--- src/rtl/regframe_pkg.sv ---
package regframe_pkg;
  localparam int unsigned IDX_W = 7;

  typedef struct packed {
    logic [IDX_W-1:0] base;
    logic [IDX_W-1:0] size;
    logic [IDX_W-1:0] locals;
  } frame_t;
endpackage

--- src/rtl/frame_stack.sv ---
module frame_stack
  import regframe_pkg::*;
#(
  parameter int unsigned DEPTH = 8
) (
  input  logic   clk_i,
  input  logic   rst_ni,
  input  logic   push_i,
  input  logic   pop_i,
  input  frame_t din_i,
  output frame_t top_o,
  output logic   empty_o,
  output logic   full_o
);
  localparam int unsigned PTR_W = (DEPTH > 1) ? $clog2(DEPTH) : 1;
  localparam int unsigned CNT_W = $clog2(DEPTH + 1);

  frame_t           mem_q [DEPTH];
  logic [CNT_W-1:0] cnt_q;
  logic [PTR_W-1:0] wr_ptr, rd_ptr;

  assign empty_o = (cnt_q == '0);
  assign full_o  = (cnt_q == CNT_W'(DEPTH));
  assign wr_ptr  = PTR_W'(cnt_q);
  assign rd_ptr  = PTR_W'(cnt_q - CNT_W'(1));
  assign top_o   = mem_q[rd_ptr];

  always_ff @(posedge clk_i or negedge rst_ni) begin
    if (!rst_ni) begin
      cnt_q <= '0;
      for (int i = 0; i < DEPTH; i++) mem_q[i] <= '0;
    end else if (push_i && !full_o) begin
      mem_q[wr_ptr] <= din_i;
      cnt_q         <= cnt_q + CNT_W'(1);
    end else if (pop_i && !empty_o) begin
      cnt_q <= cnt_q - CNT_W'(1);
    end
  end


  stack_depth_chk: assert property (@(posedge clk_i) disable iff (!rst_ni)
    cnt_q <= CNT_W'(DEPTH));
endmodule

--- src/rtl/reg_mapper.sv ---
module reg_mapper
  import regframe_pkg::*;
#(
  parameter int unsigned NUM_GLOBAL  = 32,
  parameter int unsigned NUM_STACKED = 96
) (
  input  logic [IDX_W-1:0] lreg_i,
  input  logic [IDX_W-1:0] base_i,
  input  logic [IDX_W-1:0] size_i,
  output logic [IDX_W-1:0] phys_o,
  output logic             illegal_o
);
  logic [IDX_W-1:0] rel;
  logic [IDX_W:0]   sum;
  logic [IDX_W:0]   wrapped;

  assign rel     = lreg_i - IDX_W'(NUM_GLOBAL);
  assign sum     = {1'b0, base_i} + {1'b0, rel};
  assign wrapped = (sum >= (IDX_W+1)'(NUM_STACKED)) ? sum - (IDX_W+1)'(NUM_STACKED) : sum;

  always_comb begin
    phys_o    = lreg_i;
    illegal_o = 1'b0;
    if (lreg_i >= IDX_W'(NUM_GLOBAL)) begin
      if (rel >= size_i) begin
        illegal_o = 1'b1;
        phys_o    = '0;
      end else begin
        phys_o = IDX_W'(NUM_GLOBAL) + wrapped[IDX_W-1:0];
      end
    end
  end
endmodule

--- src/rtl/regframe_renamer.sv ---
module regframe_renamer
  import regframe_pkg::*;
#(
  parameter int unsigned NUM_GLOBAL  = 32,
  parameter int unsigned NUM_PHYS    = 128,
  parameter int unsigned STACK_DEPTH = 8
) (
  input  logic             clk_i,
  input  logic             rst_ni,
  input  logic [IDX_W-1:0] lreg_i,
  input  logic             call_i,
  input  logic [IDX_W-1:0] call_locals_i,
  input  logic             alloc_i,
  input  logic [IDX_W-1:0] alloc_size_i,
  input  logic             ret_i,
  input  logic             spill_ack_i,
  output logic [IDX_W-1:0] phys_o,
  output logic             illegal_o,
  output logic [63:0]      cfm_o,
  output logic             spill_req_o,
  output logic             overflow_o,
  output logic             underflow_o
);
  localparam int unsigned NUM_STACKED = NUM_PHYS - NUM_GLOBAL;
  localparam int unsigned SUM_W       = IDX_W + 1;

  logic [IDX_W-1:0] base_q, size_q, held_q, pend_q;
  logic             pending_q, ovf_q, unf_q;

  logic [IDX_W-1:0] locals_eff, alloc_eff, new_base;
  logic [SUM_W-1:0] base_sum, need;
  logic             push, pop, st_empty, st_full;
  frame_t           st_top, st_din;

  assign locals_eff = (call_locals_i > size_q) ? size_q : call_locals_i;
  assign alloc_eff  = (alloc_size_i > IDX_W'(NUM_STACKED)) ? IDX_W'(NUM_STACKED) : alloc_size_i;
  assign base_sum   = {1'b0, base_q} + {1'b0, locals_eff};
  assign new_base   = (base_sum >= SUM_W'(NUM_STACKED)) ?
                      IDX_W'(base_sum - SUM_W'(NUM_STACKED)) : IDX_W'(base_sum);
  assign need       = {1'b0, held_q} + {1'b0, alloc_eff};

  // strobe priority: return, call, alloc; all blocked during a spill
  assign pop    = !pending_q && ret_i && !st_empty;
  assign push   = !pending_q && !ret_i && call_i && !st_full;
  assign st_din = '{base: base_q, size: size_q, locals: locals_eff};

  frame_stack #(.DEPTH(STACK_DEPTH)) u_stack (
    .clk_i   (clk_i),
    .rst_ni  (rst_ni),
    .push_i  (push),
    .pop_i   (pop),
    .din_i   (st_din),
    .top_o   (st_top),
    .empty_o (st_empty),
    .full_o  (st_full)
  );

  reg_mapper #(.NUM_GLOBAL(NUM_GLOBAL), .NUM_STACKED(NUM_STACKED)) u_map (
    .lreg_i    (lreg_i),
    .base_i    (base_q),
    .size_i    (size_q),
    .phys_o    (phys_o),
    .illegal_o (illegal_o)
  );

  always_ff @(posedge clk_i or negedge rst_ni) begin
    if (!rst_ni) begin
      base_q    <= '0;
      size_q    <= '0;
      held_q    <= '0;
      pend_q    <= '0;
      pending_q <= 1'b0;
      ovf_q     <= 1'b0;
      unf_q     <= 1'b0;
    end else begin
      ovf_q <= 1'b0;
      unf_q <= 1'b0;
      if (pending_q) begin
        if (spill_ack_i) begin
          size_q    <= pend_q;
          held_q    <= IDX_W'(NUM_STACKED) - pend_q;
          pending_q <= 1'b0;
        end
      end else if (ret_i) begin
        if (st_empty) unf_q <= 1'b1;
        else begin
          base_q <= st_top.base;
          size_q <= st_top.size;
          held_q <= (held_q >= st_top.locals) ? held_q - st_top.locals : '0;
        end
      end else if (call_i) begin
        if (st_full) ovf_q <= 1'b1;
        else begin
          base_q <= new_base;
          size_q <= size_q - locals_eff;
          held_q <= held_q + locals_eff;
        end
      end else if (alloc_i) begin
        if (need > SUM_W'(NUM_STACKED)) begin
          pending_q <= 1'b1;
          pend_q    <= alloc_eff;
        end else begin
          size_q <= alloc_eff;
        end
      end
    end
  end

  assign cfm_o       = {49'd0, base_q, 1'b0, size_q};
  assign spill_req_o = pending_q;
  assign overflow_o  = ovf_q;
  assign underflow_o = unf_q;


  held_size_chk: assert property (@(posedge clk_i) disable iff (!rst_ni)
    ({1'b0, held_q} + {1'b0, size_q}) <= SUM_W'(NUM_STACKED));

  spill_stall_chk: assert property (@(posedge clk_i) disable iff (!rst_ni)
    spill_req_o && !spill_ack_i |=> $stable(cfm_o) && spill_req_o);

  underflow_chk: assert property (@(posedge clk_i) disable iff (!rst_ni)
    underflow_o |-> $stable(cfm_o) && !overflow_o);

  overflow_chk: assert property (@(posedge clk_i) disable iff (!rst_ni)
    overflow_o |-> $stable(cfm_o));

  map_range_chk: assert property (@(posedge clk_i) disable iff (!rst_ni)
    (lreg_i >= IDX_W'(NUM_GLOBAL)) && !illegal_o |-> phys_o >= IDX_W'(NUM_GLOBAL));

  illegal_chk: assert property (@(posedge clk_i) disable iff (!rst_ni)
    illegal_o |-> (phys_o == '0) && (lreg_i >= IDX_W'(NUM_GLOBAL)));
endmodule

--- config.mk ---
export PLATFORM = sky130hd
export DESIGN_NAME = regframe_renamer
export DESIGN_NICKNAME = d
export VERILOG_FILES = /design/src/rtl/regframe_pkg.sv /design/src/rtl/frame_stack.sv /design/src/rtl/reg_mapper.sv /design/src/rtl/regframe_renamer.sv
export SDC_FILE = /design/constraint.sdc
export NUM_CORES = 1
export LEC_CHECK = 0
export BUFFER_PORTS_ARGS = -buffer_cell sky130_fd_sc_hd__buf_2
export CORE_MARGIN = 5
export CORE_UTILIZATION = 35
export DETAILED_ROUTE_END_ITERATION = 6
export PLACE_DENSITY = 0.53
export SLEW_MARGIN = 5
export SYNTH_ARGS = -nofsm -noshare
export SYNTH_HDL_FRONTEND = slang
export SYNTH_SLANG_ARGS = --single-unit
--- constraint.sdc ---
create_clock -name clk_i -period 5.6 [get_ports clk_i]
set_input_delay 0.84 -clock clk_i [delete_from_list [all_inputs] [get_ports clk_i]]
set_output_delay 0.84 -clock clk_i [all_outputs]
set_load 0.01 [all_outputs]
==> results.md <==
* Clk_lat worst skew at about 0.52 ns
* CP dominant cell by count: a21oi_1
* Iteration-0 DRC Markers at 487
* #FFs+latches synth at 203
* Reg clk slew, reported paths at 0.06 ns
* Slew margin rel. at 31.9%
* I/O pin count at 102
* Clk pwr share at 17.6%
* Global-route wire length before repair at 49,900 µm
* Unrepaired setup endpoints after global routing: false
* Tmin final at 4.92 ns
* CP cell instances: inv_1 > ha_1 > nand4_1 > a21oi_1 > nor2_1 > a41oi_2 > mux2i_1 > inv_1 > ha_1 > fa_1 > a21o_1 > a21oi_1 > o21ai_0 > xor2_1 > a21oi_1 > o31ai_1 > a22o_1
* Routed vias at 8,247
* Reg2Reg Depth at 17
* Detailed Routing Iterations Pass 1 at 5
* Number of flops mapped to enable cells by yosys at 0
* Worst Setup EP: base_q[6]
* Routability cong. at 0.797
* CP peak stage delay at ~0.73 ns
* Synth Flop Type: dfrtp_1
* Max Cap Viol at 0
* Pleak at just over 6 nW
* Critical R2R Launch: size_q[4]
* CTS root buffer: clkbuf_16
* Top cells by area, synth: dfrtp_1 43%, mux4_2 8.0%, mux2_2 7.0%, ha_1 6.3%, o21ai_0 5.6%
* CTS resizes at 0
* Internal at 0.00526 W
* Crit Reg-Reg Endpoint: base_q[6]
* Critical path arrival at ~5.3 ns
* Setup tns final at 0 ns
* Max FO, Critical Path at 9
* Crit path buf inv count at 2
* CTS buffer count at 24
* Final net count at 1,251
* Power per cell area at 676 nW/µm²
* Worst setup SP type: register
* Number of inserted diodes at 0
* Hold Vio Cnt, Final at 0
* Setup slack, reg-to-reg at 0.68 ns
* Status: finished, final reports clean
* Top cell type's share of synthesized area at roughly 43%
* Setup crit end kind: register
* Cell taking the most area after synthesis: dfrtp_1
* Async set-reset flop share out of synthesis at 100%
* H-tree depth at 1
* Worst setup path start: size_q[4]
* Cell family with most CP delay: compound AO/OA/AOI/OAI gates
* Post-DP HPWL at roughly 22,000 µm
* Final period utilization at about 88%
* Clock Skew at 0.0151 ns
* FP Rows at 67
* Final setup fails at 0
* Layout cells sized above 1 at 21.5%
* Synth Instances at between 1,000 and 1,500
* Vias in the first global route at about 8,400
* Synth-to-Final Area Change at 12.7%
* Min-delay worst type: primary input to async pin
* WP data required at 6.00 ns
* Total Wirelength at 31,200 µm
* Core Region at roughly 33,000 µm²
* Critical Path Stages at 17
* Hold_ws at 0.466 ns
* Die width at slightly below 200 µm
* Vias per cell at 5.08
* CTS Sinks at 203
* Slowest cell on the critical path: mux2i_1
* Grt total ovfl at 0
* Sw power at 0.00372 W
* Syn Area/Cell at 10.7 µm²
* Total Routing Usage GR at 16.5%
* Netlist cell types at 65
* Antenna Nets Post-Route at 0
* Max Slew Vio Count at 0
* Logic pwr share at 53.1%
* Sequential share of power at between 20 and 30%
* Initial antenna violation count at 0
* Number of port buffers at around 50
* Syn. warnings at 0
* CTS Buffer Depth at 3
* Worst Max-Slew Pin Slew at 1.02 ns
* Largest net degree at the start of global routing at 120
* Wire per inst at 19.2 µm
* Sequential share of the synthesized area at 43.1%
* Switch share at 41.5%
* DR DRC count at 0
* Die H at approximately 190 µm
* Cts hold-fix bufs at 0
* Max Clk Rate at 0.203 GHz
* Crit path kind: register to register
* Die area at 37,500 µm²
* Effective utilization at floorplan at 35.3%
* CTS tree: built
* Post-synthesis cell area at 11,800 µm²
* Post-CTS Setup Bufs at 0
* Worst IR Drop VDD at 0.281 mV
sequential cells by signal (all words and copies together) (netlist names):
register,count
u_stack.cnt_q,4
underflow_o,1
overflow_o,1
size_q,7
base_q,7
held_q,7
u_stack.mem_q,168
pend_q,7
spill_req_o,1
kinds of logic after synthesis:
group	share of synthesized area, %
compound gates	13.6
simple gates	8.96
flops	43.1
mux	18.4
buf+inv	6.53
fa+ha+maj	7.28
xor+xnor	2.15
other cells	0.0318
layer usage:
layer,routed length [µm],up-vias,track usage [%],part of all wire [%]
li1,-,3979,-,-
met1,14700,4069,23.4,47
met2,14800,165,27.6,47
met3,1330,34,2.14,4.2
met4,431,0,2.99,1.4
met5,0,-,0,0
cells in the final DEF (no fill, tap or decap), drive strengths merged, types with 10 or more instances in the layout:
| cell type | n |
|---|---|
| nor3 | 15 |
| clkbuf | 32 |
| o21ai | 134 |
| a21oi | 51 |
| xnor2 | 14 |
| conb | 50 |
| mux2i | 31 |
| inv | 45 |
| mux4 | 42 |
| xor2 | 15 |
| dfrtp | 203 |
| a21o | 17 |
| a211oi | 13 |
| nand3 | 10 |
| nand2b | 10 |
| nor2 | 42 |
| nand2 | 130 |
| buf | 82 |
| mux2 | 80 |
| ha | 59 |
power groups by stage:
| stage | clock network [W] | logic, W | registers [W] |
|---|---|---|---|
| 6_report | 0.00158 | 0.00476 | 0.00263 |
| 5_1_grt | 0.00168 | 0.00530 | 0.00273 |
| 3_5_place_dp | 0 | 0.00479 | 0.00265 |
| 3_3_place_gp | 0 | 0.00473 | 0.00263 |
| 4_1_cts | 0.00162 | 0.00480 | 0.00263 |
| 2_1_floorplan | 0 | 0.00354 | 0.00246 |
worst min path at each step:
stage | from | end | slack, ns | cells past startpoint
6_report | rst_ni | base_q[5] | 0.47 | 1
5_1_grt | u_stack.mem_q[134] | u_stack.mem_q[134] | 0.50 | 2
4_1_cts | u_stack.mem_q[70] | u_stack.mem_q[70] | 0.48 | 2
3_5_place_dp | u_stack.mem_q[70] | u_stack.mem_q[70] | 0.47 | 2
3_3_place_gp | u_stack.mem_q[131] | u_stack.mem_q[131] | 0.46 | 2
2_1_floorplan | u_stack.mem_q[126] | u_stack.mem_q[126] | 0.44 | 2
area by class of cell:
cell class / instances / area [µm²]
flip-flops and latches: 203 / 5080
clock inverters: 13 / 136
clock buffers: 31 / 677
well taps: 448 / 561
inverters: 45 / 169
fillers: 3260 / 20100
repair buffers: 83 / 517
multi-input cells: 802 / 6150
per-stage QoR:
step / power, W / std cells / area, µm² / setup WS [ns] / util, %
finish: 0.00898 / 1625 / 13300 / 0.680 / 39.8
CTS: 0.00906 / 1625 / 13300 / 0.722 / 39.8
global placement: 0.00736 / 1581 / 12500 / 0.625 / 37.4
floorplan: 0.00600 / 1153 / 12000 / 1.12 / -
detailed placement: 0.00744 / 1581 / 12500 / 0.514 / 37.4
global route: 0.00971 / 1625 / 13300 / 0.385 / 39.8
synth_stat cells (all sizes together), types with 5 or more instances:
library cell and n:
a21oi 51, nor3 15, ha 59, o21ai 134, a211oi 13, o31ai 5, mux2i 31, a21o 17
inv 45, nor2b 7, clkbuf 33, dfrtp 203, nand2b 10, nand3 10, o21a 5, mux2 80
buf 70, and2 6, fa 6, mux4 42, xor2 15, nor2 42, xnor2 14, o21bai 6
nand2 130
worst register-to-register path: cells and delay by family, from the launching register on:
family,cells,cell delay (ns)
adders and majority gates,3,1.12
and+or+nand+nor,2,0.21
DFF,1,0.50
AOI/OAI and AO/OA,8,1.56
xor gates and xnor gates,1,0.18
muxes,1,0.73
buffers and inverters,2,0.53
Note: power is estimated with default switching activity, not from simulation.
